`src/rtl/aux_seq_pkg.sv`:
```
package aux_seq_pkg;

    localparam int RES_W        = 10;
    localparam int AVG_LOG2_MAX = 5;
    localparam int DIV_LOG2_MAX = 7;
    localparam int SEL_W        = 3;
    localparam int CFG_W        = 11;
    localparam int ACC_W        = RES_W + AVG_LOG2_MAX;
    localparam int STEPS        = RES_W + 2;

    // control word, MSB first: bit 10 serial enable, 9:7 divider,
    // 6:4 averaging, 3:2 channel, 1 reference, 0 launch
    typedef struct packed {
        logic             serial_en;
        logic [SEL_W-1:0] div_sel;
        logic [SEL_W-1:0] avg_sel;
        logic [1:0]       chan;
        logic             ref_sel;
        logic             start;
    } aux_cfg_t;

    typedef enum logic [1:0] {
        PH_SAMPLE,
        PH_DECIDE,
        PH_LOAD
    } aux_phase_e;

    function automatic logic [SEL_W-1:0] avg_shift(input logic [SEL_W-1:0] sel);
        return (sel > SEL_W'(AVG_LOG2_MAX)) ? SEL_W'(AVG_LOG2_MAX) : sel;
    endfunction

    function automatic aux_phase_e phase_of(input logic [3:0] step);
        if (step == 4'd0)
            return PH_SAMPLE;
        else if (step == 4'(STEPS - 1))
            return PH_LOAD;
        else
            return PH_DECIDE;
    endfunction

endpackage

```
`src/rtl/aux_clk_div.sv`:
```
module aux_clk_div
    import aux_seq_pkg::*;
#(
    parameter int DIV_W = DIV_LOG2_MAX
) (
    input  logic             clk,
    input  logic             rst,
    input  logic             run,
    input  logic [SEL_W-1:0] div_sel,
    output logic             tick
);

    logic [DIV_W-1:0] cnt_q;
    logic [DIV_W-1:0] mask;

    assign mask = ~({DIV_W{1'b1}} << div_sel);
    assign tick = run && ((cnt_q & mask) == mask);

    always_ff @(posedge clk) begin
        if (rst || !run)
            cnt_q <= '0;
        else
            cnt_q <= cnt_q + 1'b1;
    end


    div_gap_chk: assert property (@(posedge clk) disable iff (rst)
        (tick && div_sel != '0) |=> !tick);

endmodule

```
`src/rtl/aux_sar_core.sv`:
```
module aux_sar_core
    import aux_seq_pkg::*;
#(
    parameter int W = RES_W
) (
    input  logic         clk,
    input  logic         rst,
    input  logic         run,
    input  logic         tick,
    input  logic         cmp_in,
    output logic [W-1:0] dac_code,
    output logic         sample_pulse,
    output logic         conv_valid,
    output logic [W-1:0] conv_data
);

    localparam int LAST = W + 1;
    localparam int IDX_W = $clog2(W + 2);

    logic [3:0]     step_q;
    logic [W-1:0]   trial_q;
    logic [W-1:0]   trial_next;
    logic [W-1:0]   bit_mask;
    logic [IDX_W-1:0] bit_idx;
    aux_phase_e     phase;

    assign phase    = phase_of(step_q);
    assign bit_idx  = IDX_W'(W) - IDX_W'(step_q);
    assign bit_mask = W'(1) << bit_idx;

    always_comb begin
        trial_next = trial_q;
        if (!cmp_in)
            trial_next = trial_next & ~bit_mask;
        trial_next = trial_next | (bit_mask >> 1);
    end

    assign sample_pulse = run && tick && (phase == PH_SAMPLE);
    assign conv_valid   = run && tick && (phase == PH_LOAD);
    assign conv_data    = trial_q;
    assign dac_code     = trial_q;

    always_ff @(posedge clk) begin
        if (rst || !run) begin
            step_q  <= '0;
            trial_q <= '0;
        end else if (tick) begin
            unique case (phase)
                PH_SAMPLE: begin
                    trial_q <= W'(1) << (W - 1);
                    step_q  <= 4'd1;
                end
                PH_DECIDE: begin
                    trial_q <= trial_next;
                    step_q  <= step_q + 4'd1;
                end
                default: begin
                    step_q <= '0;
                end
            endcase
        end
    end


    step_range_chk: assert property (@(posedge clk) disable iff (rst)
        step_q <= 4'(LAST));


    first_trial_chk: assert property (@(posedge clk) disable iff (rst)
        (run && $past(sample_pulse)) |-> (dac_code == (W'(1) << (W - 1))));

endmodule

```
`src/rtl/aux_averager.sv`:
```
module aux_averager
    import aux_seq_pkg::*;
#(
    parameter int W      = RES_W,
    parameter int CNT_W  = AVG_LOG2_MAX,
    parameter int SUM_W  = W + CNT_W
) (
    input  logic             clk,
    input  logic             rst,
    input  logic             run,
    input  logic [SEL_W-1:0] avg_sel,
    input  logic             conv_valid,
    input  logic [W-1:0]     conv_data,
    output logic             last,
    output logic [W-1:0]     result,
    output logic             done
);

    logic [SEL_W-1:0] shift;
    logic [CNT_W-1:0] cnt_q;
    logic [CNT_W-1:0] last_idx;
    logic [SUM_W-1:0] acc_q;
    logic [SUM_W-1:0] sum;

    assign shift    = avg_shift(avg_sel);
    assign last_idx = ~({CNT_W{1'b1}} << shift);
    assign sum      = acc_q + SUM_W'(conv_data);
    assign last     = conv_valid && (cnt_q == last_idx);

    always_ff @(posedge clk) begin
        if (rst || !run) begin
            acc_q <= '0;
            cnt_q <= '0;
        end else if (conv_valid) begin
            acc_q <= last ? '0 : sum;
            cnt_q <= last ? '0 : cnt_q + 1'b1;
        end
    end

    always_ff @(posedge clk) begin
        if (rst) begin
            result <= '0;
            done   <= 1'b0;
        end else begin
            done <= last;
            if (last)
                result <= W'(sum >> shift);
        end
    end


    no_overflow_chk: assert property (@(posedge clk) disable iff (rst)
        conv_valid |-> (cnt_q <= last_idx));


    done_pulse_chk: assert property (@(posedge clk) disable iff (rst)
        done |=> !done);

endmodule

```
`src/rtl/aux_conv_seq.sv`:
```
module aux_conv_seq
    import aux_seq_pkg::*;
#(
    parameter int W = RES_W
) (
    input  logic             clk,
    input  logic             rst,
    input  logic             wr_en,
    input  logic [CFG_W-1:0] wr_data,
    input  logic             cmp_in,
    output logic [W-1:0]     dac_code,
    output logic             sample_pulse,
    output logic [1:0]       chan_sel,
    output logic             ref_sel,
    output logic             serial_en,
    output logic [W-1:0]     result,
    output logic             busy,
    output logic             done
);

    aux_cfg_t     cfg_q;
    logic         tick;
    logic         conv_valid;
    logic [W-1:0] conv_data;
    logic         last;

    always_ff @(posedge clk) begin
        if (rst)
            cfg_q <= '0;
        else if (wr_en && !cfg_q.start)
            cfg_q <= aux_cfg_t'(wr_data);
        else if (last)
            cfg_q.start <= 1'b0;
    end

    assign busy      = cfg_q.start;
    assign chan_sel  = cfg_q.chan;
    assign ref_sel   = cfg_q.ref_sel;
    assign serial_en = cfg_q.serial_en;

    aux_clk_div #(.DIV_W(DIV_LOG2_MAX)) u_div (
        .clk     (clk),
        .rst     (rst),
        .run     (busy),
        .div_sel (cfg_q.div_sel),
        .tick    (tick)
    );

    aux_sar_core #(.W(W)) u_sar (
        .clk          (clk),
        .rst          (rst),
        .run          (busy),
        .tick         (tick),
        .cmp_in       (cmp_in),
        .dac_code     (dac_code),
        .sample_pulse (sample_pulse),
        .conv_valid   (conv_valid),
        .conv_data    (conv_data)
    );

    aux_averager #(.W(W), .CNT_W(AVG_LOG2_MAX)) u_avg (
        .clk        (clk),
        .rst        (rst),
        .run        (busy),
        .avg_sel    (cfg_q.avg_sel),
        .conv_valid (conv_valid),
        .conv_data  (conv_data),
        .last       (last),
        .result     (result),
        .done       (done)
    );


    hold_while_busy_chk: assert property (@(posedge clk) disable iff (rst)
        (busy && $past(busy)) |-> ($stable(chan_sel) && $stable(ref_sel) && $stable(serial_en)));


    done_fall_chk: assert property (@(posedge clk) disable iff (rst)
        done |-> $fell(busy));


    busy_end_chk: assert property (@(posedge clk) disable iff (rst)
        ($past(busy) && !busy) |-> done);

endmodule

```
`config.mk`:
```
export PLATFORM = sky130hd
export DESIGN_NAME = aux_conv_seq
export DESIGN_NICKNAME = d
export VERILOG_FILES = /design/src/rtl/aux_seq_pkg.sv /design/src/rtl/aux_clk_div.sv /design/src/rtl/aux_sar_core.sv /design/src/rtl/aux_averager.sv /design/src/rtl/aux_conv_seq.sv
export SDC_FILE = /design/constraint.sdc
export NUM_CORES = 1
export LEC_CHECK = 0
export BUFFER_PORTS_ARGS = -buffer_cell sky130_fd_sc_hd__buf_2
export CAP_MARGIN = 15
export CORE_MARGIN = 4
export CORE_UTILIZATION = 50
export CTS_CLUSTER_DIAMETER = 150
export CTS_CLUSTER_SIZE = 16
export DETAILED_ROUTE_END_ITERATION = 8
export GPL_ROUTABILITY_DRIVEN = 1
export GPL_TIMING_DRIVEN = 1
export PLACE_DENSITY = 0.79
export SETUP_SLACK_MARGIN = 0.02
export SYNTH_ARGS = -nofsm -noshare
export SYNTH_HDL_FRONTEND = slang
export SYNTH_SLANG_ARGS = --single-unit
```
`constraint.sdc`:
```
create_clock -name clk -period 7.2 [get_ports clk]
set_clock_uncertainty 0.2 [all_clocks]
set_input_delay 0.72 -clock clk [delete_from_list [all_inputs] [get_ports clk]]
set_output_delay 0.72 -clock clk [all_outputs]
set_load 0.02 [all_outputs]
```
### Word level (Yosys, flattened, before mapping)

Index checks and enable logic that the tools add are counted.

* word-level logic and storage cells: 57
* register bits after elaboration: 63
* output and inout bits: 27
* input port bits: 15

* order comparisons: 1
* multiplexer cells: 10
* reductions and logical operators: 13
* shift-type cells: 4
* bitwise gates (word level): 6
* add/sub/neg operators: 5
* equal/unequal tests: 5

Operators with widths (number)
* 10-bit one-hot mux with 2 select lines: 1
* 15-bit by 10-bit adder with 15-bit output: 1
* 15-bit two-way mux: 1
* 15-bit by 3-bit right shift with 10-bit output: 1
* 10-bit AND: 1
* 10-bit two-way mux: 1
* 10-bit NOT: 1
* 10-bit by 9-bit OR with 10-bit output: 1
* 1-bit by 4-bit << shifter with 10-bit output, first input constant: 1
* 4-bit one-hot mux with 2 select lines: 1
* 7-bit by 1-bit adder with 7-bit output, second input constant: 1
* 7-bit AND: 1
* 7-bit == test: 1
* 7-bit NOT: 1
* 7-bit by 3-bit << shifter with 7-bit output, first input constant: 1
* 1-bit logical AND: 6
* 5-bit by 1-bit adder with 5-bit output, second input constant: 1
* 5-bit == test: 1
* 5-bit two-way mux: 1
* 5-bit NOT: 1
* 5-bit by 3-bit << shifter with 5-bit output, first input constant: 1
* 4-bit by 1-bit adder with 4-bit output, second input constant: 1
* 4-bit == test, second input constant: 1
* 4-bit logical NOT: 1
* 12 further kinds: 15

### Depth between registers and ports, before layout

Gate-level depths: netlist (run 1).

* depth in word-level cells: 10
* depth in mapped cells: 11
* mapped depth without buffers: 11

### Modules after synthesis

Synthesis (run 1) repeated with hierarchy kept, for this count alone.

* cell total of the unflattened synthesis: 555
* area, all modules: 4455.5 um^2

Modules (own cells, without submodules)
* aux_averager: times used 1, seq. area each 620.6 um^2, area each 2459.9 um^2, cells each 320
* aux_sar_core: times used 1, seq. area each 280.3 um^2, area each 1158.6 um^2, cells each 144
* aux_conv_seq: times used 1, seq. area each 220.2 um^2, area each 518.0 um^2, cells each 52
* aux_clk_div: times used 1, seq. area each 140.1 um^2, area each 319.1 um^2, cells each 39

### Least setup slack after synthesis (run 1)

No wires, ideal clock.

* kind: reg-to-reg
* start: reg u_sar.trial_q[4], in the netlist u_sar.conv_data[4]
* end: reg u_avg.result[4]
* library setup time: 87 ps
* buffers on the path: 1
* required time: 6913 ps
* stages on the path, launching flop included: 11
* clock period less this slack: 2917 ps
* data arrival time: 2630 ps
* path slack: 4283 ps
* path through: dfxtp_1 ha_1 buf_6 a21oi_4 nand2_2 a221o_1 a21o_2 xor2_1 mux2_2 a2bb2o_1 o31ai_1

* longest elaborated chain between the ends: 2

Ends and longest elaborated chain
* start, declared: RTL line aux_sar_core.sv:21 `logic [W-1:0] trial_q;`
* start signal, assigned: RTL line aux_sar_core.sv:50 `trial_q <= W'(1) << (W - 1);`
* start signal, assigned: RTL line aux_sar_core.sv:54 `trial_q <= trial_next;`
* 15-bit by 10-bit adder with 15-bit output: RTL line aux_averager.sv:27 `assign sum = acc_q + SUM_W'(conv_data);`
* 15-bit by 3-bit right shift with 10-bit output: RTL line aux_averager.sv:47 `result <= W'(sum >> shift);`
* end signal, assigned: RTL line aux_averager.sv:47
* end, declared: RTL line aux_averager.sv:15 `output logic [W-1:0] result,`

Every way passes these cells.
A chain may end at the register's enable or synchronous reset.

### Worst setup path after layout (run 1)

* start: reg cfg_q[5] in the netlist's numbering
* end: reg u_avg.result[7]

* longest elaborated chain between the ends: 6
* elaborated cells on any way between the ends: 7
* classes of those cells: order compare: 1; eq/ne: 1; shift: 2; mux: 1; bitwise: 1; reduce/logical: 1

Ends and longest elaborated chain
* start, declared: RTL line aux_conv_seq.sv:21 `aux_cfg_t cfg_q;`
* start signal, assigned: RTL line aux_conv_seq.sv:31 `cfg_q <= aux_cfg_t'(wr_data);`
* 3-bit > comparator: RTL line aux_seq_pkg.sv:29 `return (sel > SEL_W'(AVG_LOG2_MAX)) ? SEL_W'(AVG_LOG2_MAX) : sel;`
* 3-bit two-way mux (*): RTL line aux_seq_pkg.sv:29
* 5-bit by 3-bit << shifter with 5-bit output: RTL line aux_averager.sv:26 `assign last_idx = ~({CNT_W{1'b1}} << shift);`
* 5-bit NOT: RTL line aux_averager.sv:26
* 5-bit == test: RTL line aux_averager.sv:28 `assign last = conv_valid && (cnt_q == last_idx);`
* 1-bit logical AND: RTL line aux_averager.sv:28

Mark *: on every way between the ends. The rest lies on a longest branch, timed or not.

==> impl_results.md, run 1 <==
- Core Rows: 31
- Post-Syn Area per Cell: 7.788 um2
- Vias: 3673
- Mapped Cells: 495
- Syn_nets: 528
- Largest net degree at the start of global routing: 41
- Sequential share of the synthesized area: 0.3272
- Final-layout fill cell count: 700
- Post-Place Worst Slack: 3.986 ns
- Fmax achieved: 308.8 MHz
- Final WL: 9.326 mm
- Post-synth EDFFs: 0
- Final setup vio count: 0
- Clk_lat worst skew: 0.34 ns
- Critical Path Sink: u_avg.result[7]$_SDFFE_PP0P_
- H-tree levels: 3
- DIE HEIGHT: 95.81 um
- Nets: 552
- DP HPWL: 6.956 mm
- Tmin final: 3.238 ns
- VDD IR max: 0.0001326 V
- CP max stage cell: dfxtp_1
- Synth top area share: 0.3272
- Wire per inst: 14.97 um
- Final worst slack: 3.962 ns
- Distinct cells, synth: 65
- Number of global-route vias before repair: 3404
- Setup crit end kind: flop
- Worst Path Class, Setup: reg2reg
- DR iter-0 viols: 239
- CTS tree: built
- Antenna Violating Nets Remaining: 0
- Area Growth Syn to Fin: 9.283%
- Grt total ovfl: 0
- I/O Buffers: 41
- Worst EP arrival: 3.31 ns
- Unrepaired setup endpoints after global routing: no
- Setup TNS: 0 ns
- Via/cell ratio: 5.896
- Register area: 1261 um2
- Die Wd: 95.81 um
- Number of buffers created by CTS: 9
- Critical Path Source Type: flop
- R2r setup slk: 3.96 ns
- Core area: 7370 um2
- GP Congestion: 0.8850
- Synth area leaders: dfxtp_1 (33%), a21oi_1 (8.0%), ha_1 (5.5%), nand2_1 (5.4%), nor2_1 (4.9%)
- Initial Utilization: 0.5231
- CP Launch Point: cfg_q[5]$_SDFFE_PP0P_
- Total GRT Usage: 0.2145
- Lkg Pwr: 1.665 nW
- Post-Route Utilization: 0.5716
- Crit-path max FO: 26
- Worst-path clk slew: 0.07 ns
- Final hold vios: 0
- Layout cells sized above 1: 0.1412
- Max Cap Viol: 0
- Worst endpoint required time: 7.27 ns
- Initial antenna violation count: 0
- Post_cts resized: 0
- Worst slew margin: 0.3899
- Worst slew pin tran: 0.9138 ns
- Setup bufs post-CTS: 0
- RR Startpoint: cfg_q[5]$_SDFFE_PP0P_
- Post-Syn Area: 3855 um2
- First-pass GRT wire length: 15.86 mm
- Multi-input gate area: 2392 um2
- Cts hold-fix bufs: 0
- Post-synth top flop: dfxtp_1
- Slew Viols, Final: 0
- Outcome: finished clean
- Reg2Reg Depth: 9
- CP cell instances: nor4b_1 > a21oi_1 > a21boi_0 > o32a_1 > nor3b_4 > nand2_1 > inv_1 > o311ai_0 > o21ai_0
- Synth Register Bits: 63
- N_diodes: 0
- Fraction of registers with async set/reset: 0
- Ys Warns: 0
- Power Dens Cells: 161.2 nW/um2
- Clock Tree Buf Depth: 2
- CTS Root Cell: clkbuf_8
- Synth area leader: dfxtp_1
- Die ar.: 9179 um2
- Number of remaining DRC errors: 0
- R2r endpoint: u_avg.result[7]$_SDFFE_PP0P_
- Final period util: 0.4498
- Pre-Repair DR Iteration Count: 5
- Path type of the worst min-delay path: reg2reg
- CTS Sinks: 63
- IO Count: 42
- Crit-path max cell delay: 0.86 ns
## where the power goes
part	total [W]	internal (W)	switching, W	leakage (nW)
registers	0.000361	0.000353	0.00000874	0.509
clock network	0.000265	0.000125	0.000140	0.0833
logic	0.0000523	0.0000191	0.0000332	1.07
total	0.000679	0.000497	0.000182	1.66
## critical path, delay by kind of cell, from the launching register on
family,cells,cell delay (ns)
AO/OA/AOI/OAI,5,0.97
buffers and inverters,1,0.14
AND/OR/NAND/NOR,3,0.99
flip-flops,1,0.86
## synthesized netlist by cell type, types with 6 or more instances
| cell type | instances |
|---|---|
| dfxtp_1 | 63 |
| a21oi_1 | 62 |
| nand2_1 | 55 |
| nor2_1 | 50 |
| o21ai_0 | 37 |
| clkbuf_1 | 21 |
| nand3_1 | 20 |
| ha_1 | 17 |
| nor3_1 | 15 |
| inv_1 | 14 |
| xnor2_1 | 12 |
| xor2_1 | 9 |
| a22oi_1 | 8 |
| or3_1 | 8 |
| and3_1 | 6 |
## placed cells by master, fill, tap and decap left out, types with 3 or more instances in the layout
master	n
a21oi_1	62
buf_2	41
o211ai_1	3
and2_1	5
and3_1	6
nand2b_1	3
nor4_1	3
nor3_1	15
a21o_1	3
a211oi_1	5
a2bb2oi_1	4
clkbuf_8	9
inv_1	14
or3_1	8
o21ai_0	37
nand3_1	20
nor2b_1	4
a31oi_1	5
xor2_1	9
a22oi_1	8
mux2_2	4
dfxtp_1	63
nand3b_1	4
mux2i_1	4
nor2_1	50
ha_1	17
xnor2_1	12
nand2_1	55
nand4_1	5
## kinds of logic (layout without fill, tap and decap cells)
| family | count (synthesis) | in the layout | share of synthesized area |
|---|---|---|---|
| adder cells (fa/ha/maj) | 18 | 18 | 0.06037 |
| buffers and inverters | 44 | 73 | 0.05225 |
| multiplexers | 9 | 9 | 0.02791 |
| AND/OR/NAND/NOR | 191 | 191 | 0.2402 |
| AO/OA/AOI/OAI | 149 | 149 | 0.2444 |
| XOR/XNOR | 21 | 21 | 0.04771 |
| flip-flops | 63 | 63 | 0.3272 |
## routing by layer
| metal | vias up | part of all wire | track usage |
|---|---|---|---|
| li1 | 1820 | - | - |
| met4 | 0 | 0.011 | 0.06398 |
| met1 | 1755 | 0.46 | 0.2838 |
| met3 | 13 | 0.040 | 0.03753 |
| met5 | - | 0 | 0 |
| met2 | 85 | 0.49 | 0.3567 |
## through the flow
step	total power, W	area, um2	instances	hold WS, ns
final	0.0006791	4213	623	0.2498
after global routing	0.0007073	4213	623	0.2765
after CTS	0.0006840	4213	623	0.2588
after detailed placement	0.0004214	4046	607	0.2424
after global placement	0.0004200	4046	607	0.2355
after floorplan	0.0004094	3855	495	0.2307
## final cells by class
| class | instances | share of cell area |
|---|---|---|
| Timing Repair Buffer | 42 | 0.05049 |
| Clock buffer | 11 | 0.03119 |
| Inverter | 15 | 0.01337 |
| Sequential cell | 63 | 0.2994 |
| Tap cell | 99 | 0.02940 |
| Multi-Input combinational cell | 388 | 0.5679 |
| Clock inverter | 5 | 0.008316 |
## worst min-delay path by stage
stage	slack, ns	from	end	cells after the start
6_report	0.25	u_avg.result[7]$_SDFFE_PP0P_	u_avg.result[7]$_SDFFE_PP0P_	2
5_1_grt	0.28	chan_sel[0]$_SDFFE_PP0P_	chan_sel[0]$_SDFFE_PP0P_	2
4_1_cts	0.26	chan_sel[0]$_SDFFE_PP0P_	chan_sel[0]$_SDFFE_PP0P_	2
3_5_place_dp	0.24	u_avg.result[7]$_SDFFE_PP0P_	u_avg.result[7]$_SDFFE_PP0P_	2
3_3_place_gp	0.24	u_avg.result[7]$_SDFFE_PP0P_	u_avg.result[7]$_SDFFE_PP0P_	2
2_1_floorplan	0.23	chan_sel[0]$_SDFFE_PP0P_	chan_sel[0]$_SDFFE_PP0P_	2
## sequential cells by signal (all words and copies together) (netlist names), 2 cells and up
| name | count |
|---|---|
| cfg_q | 6 |
| u_avg.cnt_q | 5 |
| chan_sel | 2 |
| u_avg.result | 10 |
| u_avg.acc_q | 15 |
| u_sar.step_q | 4 |
| u_div.cnt_q | 7 |
| u_sar.conv_data | 10 |
No activity file was read; power rests on OpenSTA's default activity.
==> inputs of run 2 (changes only) <==
==> constraint.sdc (replaced) <==
create_clock -name clk -period 3.4 [get_ports clk]
set_clock_uncertainty 0.2 [all_clocks]
set_input_delay 0.34 -clock clk [delete_from_list [all_inputs] [get_ports clk]]
set_output_delay 0.34 -clock clk [all_outputs]
set_load 0.02 [all_outputs]
==> impl_results.md, run 2 (synthesized netlist as in run 1, its figures left out) <==
- Outcome: finished clean (unchanged)
- Final hold vios: 0 (unchanged)
- Antenna Violating Nets Remaining: 0 (unchanged)
- CP cell instances: ha_1 > a21oi_4 > nand2_2 > a221o_1 > a21o_2 > xor2_1 > mux2_2 > a2bb2o_1 > o31ai_1 (was nor4b_1 > a21oi_1 > a21boi_0 > o32a_1 > nor3b_4 > nand2_1 > inv_1 > o311ai_0 > o21ai_0)
- CTS tree: built (unchanged)
- I/O Buffers: 41 (unchanged)
- DIE HEIGHT: 95.81 um (unchanged)
- Core Rows: 31 (unchanged)
- Worst endpoint required time: 3.47 ns (was 7.27 ns)
- Max FFs per register: 15 (unchanged)
- Worst slew margin: 0.3962 (was 0.3899)
- Clk_lat worst skew: 0.36 ns (was 0.34 ns)
- Worst slew pin tran: 0.9056 ns (was 0.9138 ns)
- Final period util: 0.9169 (was 0.4498)
- Initial antenna violation count: 0 (unchanged)
- Final worst slack: 0.2825 ns (was 3.962 ns)
- Max Cap Viol: 0 (unchanged)
- GP Congestion: 0.9786 (was 0.8850)
- Worst EP arrival: 3.18 ns (was 3.31 ns)
- Final WL: 9.721 mm (was 9.326 mm)
- Crit-path max FO: 8 (was 26)
- First-pass GRT wire length: 16.06 mm (was 15.86 mm)
- Unrepaired setup endpoints after global routing: no (unchanged)
- H-tree levels: 3 (unchanged)
- Commonest cells after routing, fill and taps aside: dfxtp_1 (63), a21oi_1 (62), nand2_1 (55) (unchanged)
- Critical Path Source Type: flop (unchanged)
- Worst-path clk slew: 0.08 ns (was 0.07 ns)
- Lkg Pwr: 1.746 nW (was 1.665 nW)
- Tmin final: 3.118 ns (was 3.238 ns)
- N_diodes: 0 (unchanged)
- Power Dens Cells: 390.2 nW/um2 (was 161.2 nW/um2)
- Final-layout fill cell count: 686 (was 700)
- Post-Place Worst Slack: 0.3277 ns (was 3.986 ns)
- Via/cell ratio: 6.028 (was 5.896)
- Nets: 561 (was 552)
- DP HPWL: 7.050 mm (was 6.956 mm)
- Die Wd: 95.81 um (unchanged)
- DR iter-0 viols: 291 (was 239)
- CTS Root Cell: clkbuf_8 (unchanged)
- Grt total ovfl: 0 (unchanged)
- Kind of cell adding the most delay to the critical path: compound AO/OA/AOI/OAI gates (was simple AND/OR/NAND/NOR gates)
- Setup crit end kind: flop (unchanged)
- Final setup vio count: 0 (unchanged)
- Worst Path Buf+Inv: 0 (was 1)
- Layout cells sized above 1: 0.1576 (was 0.1412)
- Total GRT Usage: 0.2229 (was 0.2145)
- Power Total: 0.001701 W (was 0.0006791 W)
- Commonest non-fill, non-tap cell in the layout: dfxtp_1 (unchanged)
- IO Count: 42 (unchanged)
- Number of global-route vias before repair: 3448 (was 3404)
- Die ar.: 9179 um2 (unchanged)
- Setup TNS: 0 ns (unchanged)
- Number of remaining DRC errors: 0 (unchanged)
- Initial Utilization: 0.5231 (unchanged)
- Most flops, register: u_avg.acc_q (unchanged)
- Fmax achieved: 320.8 MHz (was 308.8 MHz)
- CP max stage cell: ha_1 (was dfxtp_1)
- Number of instances in the placed design: 615 (was 607)
- Hold WS: 0.01131 ns (was 0.2498 ns)
- Area Growth Syn to Fin: 13.11% (was 9.283%)
- Number of buffers created by CTS: 9 (unchanged)
- Largest net degree at the start of global routing: 22 (was 41)
- Worst Path Class, Setup: reg2reg (unchanged)
- CTS Sinks: 63 (unchanged)
- Setup bufs post-CTS: 0 (unchanged)
- Final std cells w/o fill: 632 (was 623)
- Path type of the worst min-delay path: in2reg (was reg2reg)
- Clock Tree Buf Depth: 2 (unchanged)
- Crit-path max cell delay: 0.42 ns (was 0.86 ns)
- Wire per inst: 15.38 um (was 14.97 um)
- Vias: 3810 (was 3673)
- VDD IR max: 0.0003269 V (was 0.0001326 V)
- Pre-Repair DR Iteration Count: 5 (unchanged)
- Slew Viols, Final: 0 (unchanged)
- Core area: 7370 um2 (unchanged)
run 2: cell count changes in the layout (fill, tap and decap cells not counted), sizes merged:
cell / change
buf: +8
dlygate4sd3: +1
bufinv: +3
clkbuf: -2
clkinv: -2
inv: +1
run 2: power breakdown:
part | internal, W | leakage [nW] | switching (W) | total, W
clock network | 0.000489 | 0.120 | 0.000327 | 0.000816
registers | 0.000746 | 0.509 | 0.0000114 | 0.000758
logic | 0.0000456 | 1.12 | 0.0000825 | 0.000128
run 2: path summary, 6_finish.rpt:
path	slack, ns	start	endpoint	cells after the start
setup reg to reg	0.28	u_sar.conv_data[4]$_SDFFE_PP0P_	u_avg.result[4]$_SDFFE_PP0P_	9
hold / removal	0.01	wr_data[6]	cfg_q[6]$_SDFFE_PP0P_	3
setup / recovery	0.28	u_sar.conv_data[4]$_SDFFE_PP0P_	u_avg.result[4]$_SDFFE_PP0P_	9
hold reg to reg	0.25	chan_sel[0]$_SDFFE_PP0P_	chan_sel[0]$_SDFFE_PP0P_	2
run 2: final cells by class:
type / count / area, um2 / share of cell area
multi-input combinational: 388 / 2392 / 0.5486
sequential: 63 / 1261 / 0.2892
timing repair buffer: 51 / 282.8 / 0.06485
clock buffer: 9 / 123.9 / 0.02841
tap: 99 / 123.9 / 0.02841
clock inverter: 7 / 120.1 / 0.02755
inverter: 15 / 56.30 / 0.01291
run 2: through the flow:
stage,utilization,cell area (um2)
after floorplan,-,3855
after global placement,0.5572,4106
after detailed placement,0.5572,4106
after CTS,0.5903,4350
after global routing,0.5917,4360
final,0.5917,4360
run 2: what timing repair did:
item	4_1_cts	5_1_grt
hold endpoints to repair	0	1
gates resized for setup	0	0
hold buffers	0	1
run 2: tightest hold or removal path: cells and delay by family:
kind | cells | cell delay, ns
AO/OA/AOI/OAI | 1 | 0.05
buffers and inverters | 1 | 0.10
AND/OR/NAND/NOR | 1 | 0.04
run 2: routing by layer:
layer	GRT usage	up-vias	part of all wire
met1	0.2729	1784	0.42
met4	0.08886	0	0.027
met3	0.06255	27	0.067
li1	-	1839	-
met5	0	-	0
met2	0.3688	160	0.48
==> inputs of run 3 (changes only) <==
--- a/config.mk
+++ b/config.mk
@@ -9,6 +9,7 @@
 export CAP_MARGIN = 15
 export CORE_MARGIN = 4
 export CORE_UTILIZATION = 50
+export CTS_BUF_LIST = sky130_fd_sc_hd__clkbuf_16
 export CTS_CLUSTER_DIAMETER = 150
 export CTS_CLUSTER_SIZE = 16
 export DETAILED_ROUTE_END_ITERATION = 8
==> impl_results.md, run 3 (synthesized netlist as in run 1, its figures left out) <==
- VDD IR max: 0.0003635 V (was 0.0003269 V)
- Clk pwr share: 0.547 (was 0.479)
- Via/cell ratio: 5.957 (was 6.028)
- CP max stage cell: ha_1 (unchanged)
- Die Wd: 95.81 um (unchanged)
- Outcome: finished clean (unchanged)
- Commonest non-fill, non-tap cell in the layout: dfxtp_1 (unchanged)
- Worst EP arrival: 3.15 ns (was 3.18 ns)
- Nets: 560 (was 561)
- Total GRT Usage: 0.2231 (was 0.2229)
- Max Cap Viol: 0 (unchanged)
- Antenna Violating Nets Remaining: 0 (unchanged)
- Comb power frac: 0.065 (was 0.075)
- CP cell instances: ha_1 > a21oi_4 > nand2_2 > a221o_1 > a21o_2 > xor2_1 > mux2_2 > a2bb2o_1 > o31ai_1 (unchanged)
- Most flops, register: u_avg.acc_q (unchanged)
- Core Rows: 31 (unchanged)
- Pre-Repair DR Iteration Count: 5 (unchanged)
- Power Total: 0.001956 W (was 0.001701 W)
- First-pass GRT wire length: 16.12 mm (was 16.06 mm)
- Crit-path max FO: 8 (unchanged)
- Clk_lat worst skew: 0.33 ns (was 0.36 ns)
- Die ar.: 9179 um2 (unchanged)
- Final setup vio count: 0 (unchanged)
- Worst Path Class, Setup: reg2reg (unchanged)
- IO Count: 42 (unchanged)
- Lkg Pwr: 1.788 nW (was 1.746 nW)
- I/O Buffers: 41 (unchanged)
- Critical Path Source Type: flop (unchanged)
- Post_cts resized: 0 (unchanged)
- Number of global-route vias before repair: 3426 (was 3448)
- Path type of the worst min-delay path: in2reg (unchanged)
- Number of buffers created by CTS: 9 (unchanged)
- Largest net degree at the start of global routing: 22 (unchanged)
- Clock Tree Buf Depth: 2 (unchanged)
- Crit-path max cell delay: 0.43 ns (was 0.42 ns)
- CTS Root Cell: clkbuf_16 (was clkbuf_8)
- Final hold vios: 0 (unchanged)
- Wire per inst: 15.51 um (was 15.38 um)
- Slew Viols, Final: 0 (unchanged)
- Reg2Reg Depth: 9 (unchanged)
- Vias: 3759 (was 3810)
- Critical Path Sink: u_avg.result[4]$_SDFFE_PP0P_ (unchanged)
- Worst-path clk slew: 0.06 ns (was 0.08 ns)
- Cts hold-fix bufs: 0 (unchanged)
- R2r endpoint: u_avg.result[4]$_SDFFE_PP0P_ (unchanged)
- DP HPWL: 7.050 mm (unchanged)
- Unrepaired setup endpoints after global routing: no (unchanged)
- Number of instances in the placed design: 615 (unchanged)
- Worst endpoint required time: 3.44 ns (was 3.47 ns)
- Initial antenna violation count: 0 (unchanged)
- Sw power: 0.0004460 W (was 0.0004205 W)
- CP Launch Point: u_sar.conv_data[4]$_SDFFE_PP0P_ (unchanged)
- Part of the power in registers: 0.388 (was 0.445)
- Layout cells sized above 1: 0.1579 (was 0.1576)
- Initial Utilization: 0.5231 (unchanged)
- DR iter-0 viols: 259 (was 291)
- Final period util: 0.9145 (was 0.9169)
- R2r setup slk: 0.29 ns (was 0.28 ns)
- Max FFs per register: 15 (unchanged)
- Area Growth Syn to Fin: 15.48% (was 13.11%)
- CTS tree: built (unchanged)
- Worst slew pin tran: 0.9204 ns (was 0.9056 ns)
- Levels on crit path: 9 (unchanged)
- GP Congestion: 0.9786 (unchanged)
- Final WL: 9.786 mm (was 9.721 mm)
- Power Dens Cells: 439.5 nW/um2 (was 390.2 nW/um2)
- Tmin final: 3.109 ns (was 3.118 ns)
- Setup bufs post-CTS: 0 (unchanged)
- Worst slew margin: 0.3864 (was 0.3962)
- N_diodes: 0 (unchanged)
- Commonest cells after routing, fill and taps aside: dfxtp_1 (63), a21oi_1 (62), nand2_1 (55) (unchanged)
- Worst Path Buf+Inv: 0 (unchanged)
- Kind of cell adding the most delay to the critical path: compound AO/OA/AOI/OAI gates (unchanged)
- Setup crit end kind: flop (unchanged)
- Setup TNS: 0 ns (unchanged)
- DIE HEIGHT: 95.81 um (unchanged)
- RR Startpoint: u_sar.conv_data[4]$_SDFFE_PP0P_ (unchanged)
- Grt total ovfl: 0 (unchanged)
- Number of remaining DRC errors: 0 (unchanged)
- Core area: 7370 um2 (unchanged)
- Final std cells w/o fill: 631 (was 632)
- Switching share of power: 0.2280 (was 0.2471)
- H-tree levels: 3 (unchanged)
- Fmax achieved: 321.6 MHz (was 320.8 MHz)
- Int Power: 0.001510 W (was 0.001281 W)
- CTS Sinks: 63 (unchanged)
## run 3: changes by cell type in the layout (fill, tap and decap cells not counted), sizes merged
cell / before / now
dlygate4sd3: 1 / 0
## run 3: metal layers
layer | up-vias | global-route usage | wire (um)
li1 | 1836 | - | -
met1 | 1727 | 0.2796 | 4171
met2 | 160 | 0.3607 | 4610
met3 | 36 | 0.06020 | 642
met4 | 0 | 0.09360 | 361
met5 | - | 0 | 0
## run 3: power by group through the flow
stage,Clock [W],Combinational [W],Sequential [W]
finish,0.00107,0.000127,0.000759
global route,0.00112,0.000142,0.000760
CTS,0.00109,0.000125,0.000759
detailed placement,0,0.000124,0.000775
global placement,0,0.000121,0.000775
floorplan,0,0.0000949,0.000772
## run 3: layout make-up
type	count	area (um2)
Timing Repair Buffer	50	272.8
Inverter	15	56.30
Fill cell	666	2918
Multi-Input combinational cell	388	2392
Sequential cell	63	1261
Clock buffer	9	225.2
Clock inverter	7	120.1
Tap cell	99	123.9
## run 3: metrics by stage
step / cell area (um2) / hold WS [ns] / setup WS (ns) / util
detailed placement: 4106 / 0.2437 / 0.3277 / 0.5572
CTS: 4452 / 0.03528 / 0.3039 / 0.6041
global route: 4452 / 0.03396 / 0.1510 / 0.6041
finish: 4452 / 0.04639 / 0.2907 / 0.6041
global placement: 4106 / 0.2387 / 0.4337 / 0.5572
floorplan: 3855 / 0.2091 / 0.4825 / -
## run 3: worst min-delay path by stage
stage	start	depth (start not counted)	to	slack (ns)
after floorplan	rst	1	chan_sel[0]$_SDFFE_PP0P_	0.21
after global placement	chan_sel[0]$_SDFFE_PP0P_	2	chan_sel[0]$_SDFFE_PP0P_	0.24
after detailed placement	chan_sel[0]$_SDFFE_PP0P_	2	chan_sel[0]$_SDFFE_PP0P_	0.24
after CTS	wr_data[3]	3	chan_sel[1]$_SDFFE_PP0P_	0.04
after global routing	wr_data[2]	3	chan_sel[0]$_SDFFE_PP0P_	0.03
final	wr_data[3]	3	chan_sel[1]$_SDFFE_PP0P_	0.05
## run 3: tightest hold or removal path, delay by kind of cell
family / cells / cell delay [ns]
AO/OA/AOI/OAI: 1 / 0.05
buffers and inverters: 1 / 0.10
AND/OR/NAND/NOR: 1 / 0.04
